==> config.mk <==
export PLATFORM = sky130hd
export DESIGN_NAME = steal_dma
export DESIGN_NICKNAME = d
export VERILOG_FILES = /design/src/rtl/steal_dma_pkg.sv /design/src/rtl/steal_dma_regs.sv /design/src/rtl/steal_dma_fsm.sv /design/src/rtl/steal_dma.sv
export SDC_FILE = /design/constraint.sdc
export NUM_CORES = 1
export LEC_CHECK = 0
export BUFFER_PORTS_ARGS = -buffer_cell sky130_fd_sc_hd__buf_2
export CORE_AREA = 2 2 80 82
export DETAILED_ROUTE_END_ITERATION = 8
export DIE_AREA = 0 0 82 84
export PLACE_DENSITY = 0.92
export SLEW_MARGIN = 10
export SYNTH_ARGS = -nofsm -noshare
export SYNTH_HDL_FRONTEND = slang
export SYNTH_SLANG_ARGS = --single-unit
export TNS_END_PERCENT = 50
==> constraint.sdc <==
create_clock -name clk -period 4.2 [get_ports clk]
set_clock_uncertainty 0.1 [all_clocks]
set_input_delay 0.21 -clock clk [delete_from_list [all_inputs] [get_ports clk]]
set_output_delay 0.21 -clock clk [all_outputs]
set_load 0.01 [all_outputs]
==> src/rtl/steal_dma_pkg.sv <==
package steal_dma_pkg;

  localparam int unsigned CFG_AW = 3;

  localparam logic [CFG_AW-1:0] REG_DEV = 3'd0;
  localparam logic [CFG_AW-1:0] REG_MEM = 3'd1;
  localparam logic [CFG_AW-1:0] REG_CNT = 3'd2;
  localparam logic [CFG_AW-1:0] REG_CTL = 3'd3;
  localparam logic [CFG_AW-1:0] REG_STA = 3'd4;

  localparam int unsigned CTL_DIR   = 0;
  localparam int unsigned CTL_GO    = 1;
  localparam int unsigned CTL_ABORT = 2;
  localparam int unsigned STA_BUSY  = 0;
  localparam int unsigned STA_IRQ   = 1;

  typedef enum logic [1:0] {
    ST_IDLE = 2'd0,
    ST_REQ  = 2'd1,
    ST_XFER = 2'd2,
    ST_REL  = 2'd3
  } dma_state_e;

endpackage

==> src/rtl/steal_dma_regs.sv <==
module steal_dma_regs
  import steal_dma_pkg::*;
#(
  parameter int unsigned DW  = 16,
  parameter int unsigned AW  = 16,
  parameter int unsigned CW  = 12,
  parameter int unsigned DVW = 8
) (
  input  logic              clk,
  input  logic              rst_n,
  input  logic              cfg_we,
  input  logic [CFG_AW-1:0] cfg_addr,
  input  logic [DW-1:0]     cfg_wdata,
  output logic [DW-1:0]     cfg_rdata,
  input  logic              busy,
  input  logic              step,
  input  logic              done,
  output logic [DVW-1:0]    dev_sel,
  output logic [AW-1:0]     mem_ptr,
  output logic              dir,
  output logic              irq,
  output logic              go,
  output logic              abort,
  output logic              cnt_zero
);

  localparam logic [CW-1:0] CNT_ONE = CW'(1);
  localparam logic [AW-1:0] ADR_ONE = AW'(1);

  logic [DVW-1:0] dev_q, dev_d;
  logic [AW-1:0]  mem_q, mem_d;
  logic [CW-1:0]  cnt_q, cnt_d;
  logic           dir_q, dir_d;
  logic           irq_q, irq_d;
  logic           wr_ok, irq_clr;

  assign wr_ok   = cfg_we && !busy;
  assign irq_clr = wr_ok && (cfg_addr == REG_STA) && cfg_wdata[STA_IRQ];
  assign abort   = cfg_we && (cfg_addr == REG_CTL) && cfg_wdata[CTL_ABORT];
  assign go      = wr_ok && (cfg_addr == REG_CTL) && cfg_wdata[CTL_GO] && !cfg_wdata[CTL_ABORT];

  always_comb begin
    dev_d = dev_q;
    mem_d = mem_q;
    cnt_d = cnt_q;
    dir_d = dir_q;
    irq_d = irq_q;
    if (wr_ok) begin
      case (cfg_addr)
        REG_DEV: dev_d = cfg_wdata[DVW-1:0];
        REG_MEM: mem_d = cfg_wdata[AW-1:0];
        REG_CNT: cnt_d = cfg_wdata[CW-1:0];
        REG_CTL: dir_d = cfg_wdata[CTL_DIR];
        default: ;
      endcase
    end
    if (step) begin
      mem_d = mem_q + ADR_ONE;
      cnt_d = cnt_q - CNT_ONE;
    end
    if (done)         irq_d = 1'b1;
    else if (irq_clr) irq_d = 1'b0;
  end

  always_ff @(posedge clk or negedge rst_n) begin
    if (!rst_n) begin
      dev_q <= '0;
      mem_q <= '0;
      cnt_q <= '0;
      dir_q <= 1'b0;
      irq_q <= 1'b0;
    end else begin
      dev_q <= dev_d;
      mem_q <= mem_d;
      cnt_q <= cnt_d;
      dir_q <= dir_d;
      irq_q <= irq_d;
    end
  end

  always_comb begin
    cfg_rdata = '0;
    case (cfg_addr)
      REG_DEV: cfg_rdata = DW'(dev_q);
      REG_MEM: cfg_rdata = DW'(mem_q);
      REG_CNT: cfg_rdata = DW'(cnt_q);
      REG_CTL: cfg_rdata = DW'(dir_q);
      REG_STA: cfg_rdata = DW'({irq_q, busy});
      default: cfg_rdata = '0;
    endcase
  end

  assign dev_sel  = dev_q;
  assign mem_ptr  = mem_q;
  assign dir      = dir_q;
  assign irq      = irq_q;
  assign cnt_zero = (cnt_q == '0);

  // each word moves the pointer up and the count down by one
  p_step_update_r5: assert property (@(posedge clk) disable iff (!rst_n)
    step |=> (cnt_q == $past(cnt_q) - CNT_ONE) && (mem_q == $past(mem_q) + ADR_ONE));

  // a pending interrupt only falls through a clearing write
  p_irq_hold_r7: assert property (@(posedge clk) disable iff (!rst_n)
    irq_q && !irq_clr |=> irq_q);

  // while busy, software cannot alter the job settings
  p_busy_frozen_r8: assert property (@(posedge clk) disable iff (!rst_n)
    busy && !step |=> $stable(dev_q) && $stable(mem_q) && $stable(cnt_q) && $stable(dir_q));

endmodule

==> src/rtl/steal_dma_fsm.sv <==
module steal_dma_fsm
  import steal_dma_pkg::*;
(
  input  logic clk,
  input  logic rst_n,
  input  logic go,
  input  logic abort,
  input  logic cnt_zero,
  input  logic bus_gnt,
  output logic busy,
  output logic bus_req,
  output logic xfer,
  output logic step,
  output logic done
);

  dma_state_e state_q, state_d;

  always_comb begin
    state_d = state_q;
    done    = 1'b0;
    case (state_q)
      ST_IDLE: begin
        if (go) begin
          if (cnt_zero) done    = 1'b1;
          else          state_d = ST_REQ;
        end
      end
      ST_REQ: begin
        if (abort)        state_d = ST_IDLE;
        else if (bus_gnt) state_d = ST_XFER;
      end
      ST_XFER: begin
        if (abort) state_d = ST_IDLE;
        else       state_d = ST_REL;
      end
      ST_REL: begin
        if (abort) begin
          state_d = ST_IDLE;
        end else if (cnt_zero) begin
          state_d = ST_IDLE;
          done    = 1'b1;
        end else begin
          state_d = ST_REQ;
        end
      end
      default: state_d = ST_IDLE;
    endcase
  end

  always_ff @(posedge clk or negedge rst_n) begin
    if (!rst_n) state_q <= ST_IDLE;
    else        state_q <= state_d;
  end

  assign busy    = (state_q != ST_IDLE);
  assign bus_req = (state_q == ST_REQ) || (state_q == ST_XFER);
  assign xfer    = (state_q == ST_XFER);
  assign step    = xfer;

  // request is held until the grant arrives
  p_req_held_r3: assert property (@(posedge clk) disable iff (!rst_n)
    bus_req && !bus_gnt && !abort |=> bus_req);

  // a transfer cycle is always preceded by a sampled grant
  p_xfer_granted_r3: assert property (@(posedge clk) disable iff (!rst_n)
    xfer |-> $past(bus_gnt));

  // one word per bus tenure, then the bus is released
  p_one_word_r4: assert property (@(posedge clk) disable iff (!rst_n)
    xfer |=> !bus_req && !xfer);

  // a zero-length start never touches the bus
  p_zero_start_r6: assert property (@(posedge clk) disable iff (!rst_n)
    go && cnt_zero |=> !bus_req && !busy);

  // abort stops a running job at once
  p_abort_idle_r9: assert property (@(posedge clk) disable iff (!rst_n)
    abort && busy |=> !busy && !bus_req);

endmodule

==> src/rtl/steal_dma.sv <==
module steal_dma
  import steal_dma_pkg::*;
#(
  parameter int unsigned DW  = 16,
  parameter int unsigned AW  = 16,
  parameter int unsigned CW  = 12,
  parameter int unsigned DVW = 8
) (
  input  logic              clk,
  input  logic              rst_n,
  input  logic              cfg_we,
  input  logic [CFG_AW-1:0] cfg_addr,
  input  logic [DW-1:0]     cfg_wdata,
  output logic [DW-1:0]     cfg_rdata,
  output logic              irq,
  output logic              bus_req,
  input  logic              bus_gnt,
  output logic [DVW-1:0]    dev_addr,
  output logic              dev_re,
  output logic              dev_we,
  input  logic [DW-1:0]     dev_rdata,
  output logic [DW-1:0]     dev_wdata,
  output logic [AW-1:0]     mem_addr,
  output logic              mem_re,
  output logic              mem_we,
  input  logic [DW-1:0]     mem_rdata,
  output logic [DW-1:0]     mem_wdata
);

  logic [1:0] rst_sync_q;
  logic       rst_n_s;
  logic       busy, step, done, go, abort, cnt_zero, xfer, dir;

  always_ff @(posedge clk or negedge rst_n) begin
    if (!rst_n) rst_sync_q <= 2'b00;
    else        rst_sync_q <= {rst_sync_q[0], 1'b1};
  end
  assign rst_n_s = rst_sync_q[1];

  steal_dma_regs #(
    .DW (DW),
    .AW (AW),
    .CW (CW),
    .DVW(DVW)
  ) u_regs (
    .clk      (clk),
    .rst_n    (rst_n_s),
    .cfg_we   (cfg_we),
    .cfg_addr (cfg_addr),
    .cfg_wdata(cfg_wdata),
    .cfg_rdata(cfg_rdata),
    .busy     (busy),
    .step     (step),
    .done     (done),
    .dev_sel  (dev_addr),
    .mem_ptr  (mem_addr),
    .dir      (dir),
    .irq      (irq),
    .go       (go),
    .abort    (abort),
    .cnt_zero (cnt_zero)
  );

  steal_dma_fsm u_fsm (
    .clk     (clk),
    .rst_n   (rst_n_s),
    .go      (go),
    .abort   (abort),
    .cnt_zero(cnt_zero),
    .bus_gnt (bus_gnt),
    .busy    (busy),
    .bus_req (bus_req),
    .xfer    (xfer),
    .step    (step),
    .done    (done)
  );

  // single-cycle move; direction picks the source side
  assign dev_re    = xfer && !dir;
  assign mem_we    = xfer && !dir;
  assign mem_re    = xfer && dir;
  assign dev_we    = xfer && dir;
  assign mem_wdata = dev_rdata;
  assign dev_wdata = mem_rdata;

  // strobes of the two directions never overlap
  p_dir_exclusive_r2: assert property (@(posedge clk) disable iff (!rst_n_s)
    $onehot0({mem_we, mem_re}) && (mem_we == dev_re) && (mem_re == dev_we));

endmodule

# After elaboration in Yosys (flattened, before gate mapping)
# Cells that the tools add are included.
# Widths: inputs -> output; s select.
word_totals:
  ff_bits: 42
  out_inout_bits: 78
  elab_cells: 67
classes:
  add_sub_neg: 2
  eq_ne: 10
  mux: 21
  reduce_logical: 27
op_table:
  columns: ["operator", "count"]
  rows:
  - ["$pmux 16 s5", 1]
  - ["$mux 16", 3]
  - ["$mux 12", 3]
  - ["$add 16x1->16 const B", 1]
  - ["$logic_not 12->1", 1]
  - ["$mux 2", 6]
  - ["$sub 12x1->12 const B", 1]
  - ["$logic_and 1x1->1", 10]
  - ["$reduce_bool 2->1", 5]
  - ["$pmux 2 s4", 1]
  - ["$reduce_and 2->1", 4]
  - ["$eq 3x2->1 const B", 2]
  - ["$mux 1", 6]
  - ["$eq 2x2->1 const B", 2]
  - ["$ne 2x2->1 const B", 2]
  - ["$eq 3x1->1 const B", 1]
  - ["$eq 3x3->1 const B", 1]
  - ["$logic_not 1->1", 3]
  - ["$logic_not 3->1", 1]
  - ["$ne 3x3->1 const B", 1]
  - ["$reduce_and 3->1", 1]
  - ["$eq 2x1->1 const B", 1]
  - ["$logic_not 2->1", 1]
  - ["$pmux 1 s2", 1]
  - ["$logic_or 1x1->1", 1]

# Longest topological paths before layout
logic_depth:
  word_depth: 9
  ltp_mapped: 7
  ltp_nobuf: 6

# Hierarchy
# From an unflattened synthesis, not the netlist that was laid out.
hier_totals:
  cells_unflattened: 337
  area_unflattened_um2: 3046.7
by_module_without_submodules:
  columns: ["mod", "n_inst", "cells_per_inst", "area_per_inst_um2", "seq_area_each_um2"]
  rows:
  - ["steal_dma_regs", 1, 275, 2502.4, 950.9]
  - ["steal_dma", 1, 39, 325.3, 50.0]
  - ["steal_dma_fsm", 1, 23, 219.0, 50.0]

# Least setup slack after synthesis
# OpenSTA, ideal clock, no wires.
synth_path:
  path_kind: "flip-flop to flip-flop"
  start: "register u_regs.cnt_q[0]"
  end: "register u_regs.cnt_q[10]"
  setup_time_ns: 0.126
  t_arrival_ns: 2.046
  setup_slack_ns: 1.928
  stages_incl_launch_ff: 7
  n_path_buf: 0
  synth_period_minus_slack_ns: 2.272
  path_cell_list: "dfrtp_1 > inv_1 > ha_1 > or4b_4 > or3_4 > or3_1 > a221o_1"
synth_via:
  elab_chain_cells: 2
synth_lines:
  columns: ["item", "line", "rtl"]
  rows:
  - ["start, declared", "steal_dma_regs.sv:32", "logic [CW-1:0] cnt_q, cnt_d;"]
  - ["start signal, assigned", "steal_dma_regs.sv:75", "cnt_q <= cnt_d;"]
  - ["$sub 12x1->12", "steal_dma_regs.sv:59", "cnt_d = cnt_q - CNT_ONE;"]
  - ["$mux 12", "steal_dma_regs.sv:57", "if (step) begin"]
# No other way between the ends.
# A chain may end at the register's enable or synchronous reset.

# Final worst setup path
layout_path:
  start: "register u_fsm.state_q[1]"
  end: "register u_regs.dev_q[2] (netlist: u_regs.dev_sel[2])"
layout_via:
  elab_chain_cells: 4
layout_lines:
  columns: ["item", "line", "rtl"]
  rows:
  - ["start, declared", "steal_dma_fsm.sv:17", "dma_state_e state_q, state_d;"]
  - ["start signal, assigned", "steal_dma_fsm.sv:53", "else state_q <= state_d;"]
  - ["$reduce_bool 2->1", "steal_dma_fsm.sv:56", "assign busy = (state_q != ST_IDLE);"]
  - ["$logic_not 1->1", "steal_dma_regs.sv:37", "assign wr_ok = cfg_we && !busy;"]
  - ["$logic_and 1x1->1", "steal_dma_regs.sv:37", null]
  - ["$reduce_and 2->1 (no line)", null, null]
  - ["end signal, assigned", "steal_dma_regs.sv:73", "dev_q <= dev_d;"]
  - ["end, declared", "steal_dma_regs.sv:30", "logic [DVW-1:0] dev_q, dev_d;"]
# No other way between the ends.

==> results by group <==
Routing
  • Average detailed-routed wire length per instance: 17.11 um
  • Count of vias placed by the detailed router: 2606
  • ANT nets after route: 0
  • DRC viols: 0
  • Drt first-iter violations: 216
  • Average vias per placed instance: 5.923
  • Total iterations of the first detailed-routing run: 4
  • Post-detailed-routing wire length: 7527 um

Synthesis
  • Most used flip-flop cell after synthesis: sky130_fd_sc_hd__dfrtp_1
  • Number of enable flip-flop cells after synthesis: 0
  • Leading cell type by number of instances after synthesis: sky130_fd_sc_hd__dfrtp_1
  • Sequential share of the synthesized area: 0.3441
  • Fraction of post-synthesis cell area in the top cell type by area: 0.3441
  • Avg Inst Size Synth: 9.144 um^2
  • Post-synthesis cell type with the largest combined area: sky130_fd_sc_hd__dfrtp_1
  • Distinct cell type count after synthesis: 58
  • Ranking of synthesized cells by area: sky130_fd_sc_hd__dfrtp_1, sky130_fd_sc_hd__mux2i_1, sky130_fd_sc_hd__buf_4
  • Number of standard cells after synthesis: 334
  • Post-Syn Area: 3054 um^2
  • Net count of the mapped netlist: 396
  • YS warnings: 0
  • Leading cell types by count after synthesis: sky130_fd_sc_hd__dfrtp_1, sky130_fd_sc_hd__mux2i_1, sky130_fd_sc_hd__buf_4
  • FFs w/ async S/R, synth: 1.000
  • Register bit total from synthesis: 42

Status
  • Result of the run: completed

Min path
  • Tightest Hold Check Type: in -> reg

Power and ir drop
  • Leakage component of the power: 1.474 nW
  • Final Total Pwr: 2.089 mW
  • Total power divided by cell area: 635.6 nW/um^2
  • VDD IR-drop max: 0.2903 mV

Timing
  • Final setup TNS: 0 ns
  • Actual transition at the worst max-transition pin: 0.7902 ns
  • Endpoints failing setup: 0
  • Post-route fraction of the period consumed by the critical path: 0.6353
  • Maximum achievable frequency: 374.8 MHz
  • RSZ-0062 raised after global routing: false
  • Final-report hold violation count: 0
  • Shortest period the worst path allows: 2.668 ns
  • Relative slew slack: 0.4721
  • Number of max-slew violations in the final report: 0

Clocking
  • Clock net sink count: 42
  • Clock buffer count from CTS: 5
  • Source-to-sink clock delay at the later pin of the worst-skew pair: 0.30 ns
  • Clock tree root buffer cell: sky130_fd_sc_hd__clkbuf_8
  • H-tree levels: 2
  • Total of cells resized after clock tree synthesis: 0
  • CTS tree: done
  • Worst-case clock buffer depth: 2
  • Reg clk slew, reported paths: 0.08 ns

Finish
  • Ratio of cells with drive above 1 in the final layout: 0.2617
  • Layout area overhead: 7.620%
  • Count of antenna diodes in the layout: 0
  • Final Net Count: 424

GRT
  • Number of global-route vias before repair: 2440
  • Global-route wire length before repair: 12060 um
  • Overflow after GRT: 0
  • Number of antenna violations at the first check in global routing: 0
  • GRT Resource Usage Total: 0.2236
  • Largest net degree at the start of global routing: 41

Placed design
  • Number of buffers inserted by port buffering: 68
  • Detailed-placement wirelength estimate: 5678 um
  • Gpl congestion: 0.9027

Setup path
  • Cell-by-cell listing of the critical path: inv_1 > ha_1 > or3b_1 > nor2_1 > mux2_2
  • Critical Path Source Type: register
  • Critical path type: reg -> reg
  • Data required time at the worst endpoint: 4.29 ns
  • Maximum net fanout on the critical path: 14
  • Delay of the slowest cell on the worst path: 0.60 ns
  • Bufs and invs on worst path: 1
  • Category of the worst setup path capture point: register
  • Slowest CP cell: sky130_fd_sc_hd__nor2_1
  • CP Data Arrival Time: 2.75 ns
  • Gate family responsible for the most delay along the worst path: simple AND/OR/NAND/NOR gates

Die
  • Number of cell rows: 29
  • Number of ports placed on the die boundary: 133
  • Overall die area: 6888 um^2
  • X dimension of the die: 82 um
  • Core region area: 6096 um^2
  • Initial core utilization: 0.5010
  • Overall die height: 84 um

Job
  • Maximum capacitance violations: 0
==> layout by cell type, fill, tap and decap left out, types with 6 or more instances in the layout <==
cell / n
sky130_fd_sc_hd__dfrtp_1: 42
sky130_fd_sc_hd__nand3_1: 6
sky130_fd_sc_hd__o21ai_0: 6
sky130_fd_sc_hd__mux2i_1: 36
sky130_fd_sc_hd__a21oi_1: 19
sky130_fd_sc_hd__buf_2: 68
sky130_fd_sc_hd__and2_1: 7
sky130_fd_sc_hd__mux2_2: 10
sky130_fd_sc_hd__ha_1: 7
sky130_fd_sc_hd__xnor2_1: 8
sky130_fd_sc_hd__nand2_1: 21
sky130_fd_sc_hd__nor2_1: 29
==> power breakdown <==
group          internal [mW]  switching (mW)  total (mW)
sequential             0.579           0.267       0.847
clock                  0.118           0.148       0.266
combinational          0.459           0.518       0.977
total                   1.16           0.933        2.09
==> tightest hold or removal path, delay by kind of cell <==
family	cells	cell delay [ns]
compound gates	1	0.07
simple gates	1	0.05
buf+inv	1	0.10
==> registers in the layout, summed over array words and instances, names as in the netlist <==
| signal | flops |
|---|---|
| rst_sync_q | 2 |
| u_fsm.state_q | 2 |
| u_regs.cnt_q | 12 |
| u_regs.dev_sel | 8 |
| u_regs.dir | 1 |
| u_regs.irq | 1 |
| u_regs.mem_ptr | 16 |
==> layer usage <==
metal / global-route usage / vias up / wire length (um)
li1: - / 1228 / -
met1: 0.3008 / 1254 / 3099
met3: 0.04113 / 8 / 627
met4: 0.04848 / 0 / 56
met2: 0.3710 / 116 / 3744
met5: 0 / - / 0
==> kinds of logic (layout without fill, tap and decap cells) <==
| logic type | after synthesis | after routing | share of synthesized area |
|---|---|---|---|
| buffers and inverters | 57 | 86 | 0.1131 |
| adders and majority gates | 7 | 7 | 0.02868 |
| other | 1 | 1 | 0.001228 |
| DFF | 42 | 42 | 0.3441 |
| and+or+nand+nor | 106 | 106 | 0.1864 |
| muxes | 46 | 46 | 0.1549 |
| AOI/OAI and AO/OA | 62 | 62 | 0.1344 |
| xor gates and xnor gates | 13 | 13 | 0.03728 |
==> worst paths after layout <==
check | start | end | slack (ns) | cells past startpoint
max in group asynchronous | rst_sync_q[1] | u_regs.mem_ptr[8] | 3.45 | 1
max | u_fsm.state_q[1] | u_regs.dev_sel[2] | 1.53 | 5
max reg2reg | u_fsm.state_q[1] | u_regs.dev_sel[2] | 1.53 | 5
min reg2reg | rst_sync_q[1] | u_regs.mem_ptr[1] | 0.20 | 1
min in group asynchronous | rst_n | rst_sync_q[0] | 0.11 | 2
min | cfg_wdata[8] | u_regs.cnt_q[8] | 0.07 | 3
==> timing repair <==
action,4_1_cts,5_1_grt
buffers inserted,0,0
hold endpoints to repair,2,0
hold buffers,1,0
==> layout make-up <==
cell class / instances / area (um^2)
sequential: 42 / 1051
multi-input combinational: 235 / 1658
clock inverter: 2 / 13.76
clock buffer: 6 / 72.57
timing repair buffer: 72 / 372.9
inverter: 6 / 22.52
fill: 592 / 2809
tap: 77 / 96.34
==> through the flow <==
| step | area (um^2) | instances | worst slack, ns | util | hold slack (ns) |
|---|---|---|---|---|---|
| 2_1_floorplan | 3054 | 334 | 1.928 | - | -0.1856 |
| 3_3_place_gp | 3191 | 431 | 1.707 | 0.5234 | -0.1041 |
| 3_5_place_dp | 3191 | 431 | 1.527 | 0.5234 | -0.1026 |
| 4_1_cts | 3287 | 440 | 1.518 | 0.5392 | 0.07055 |
| 5_1_grt | 3287 | 440 | 1.382 | 0.5392 | 0.08848 |
| 6_report | 3287 | 440 | 1.532 | 0.5392 | 0.06780 |
(Power assumes the default switching activity.)
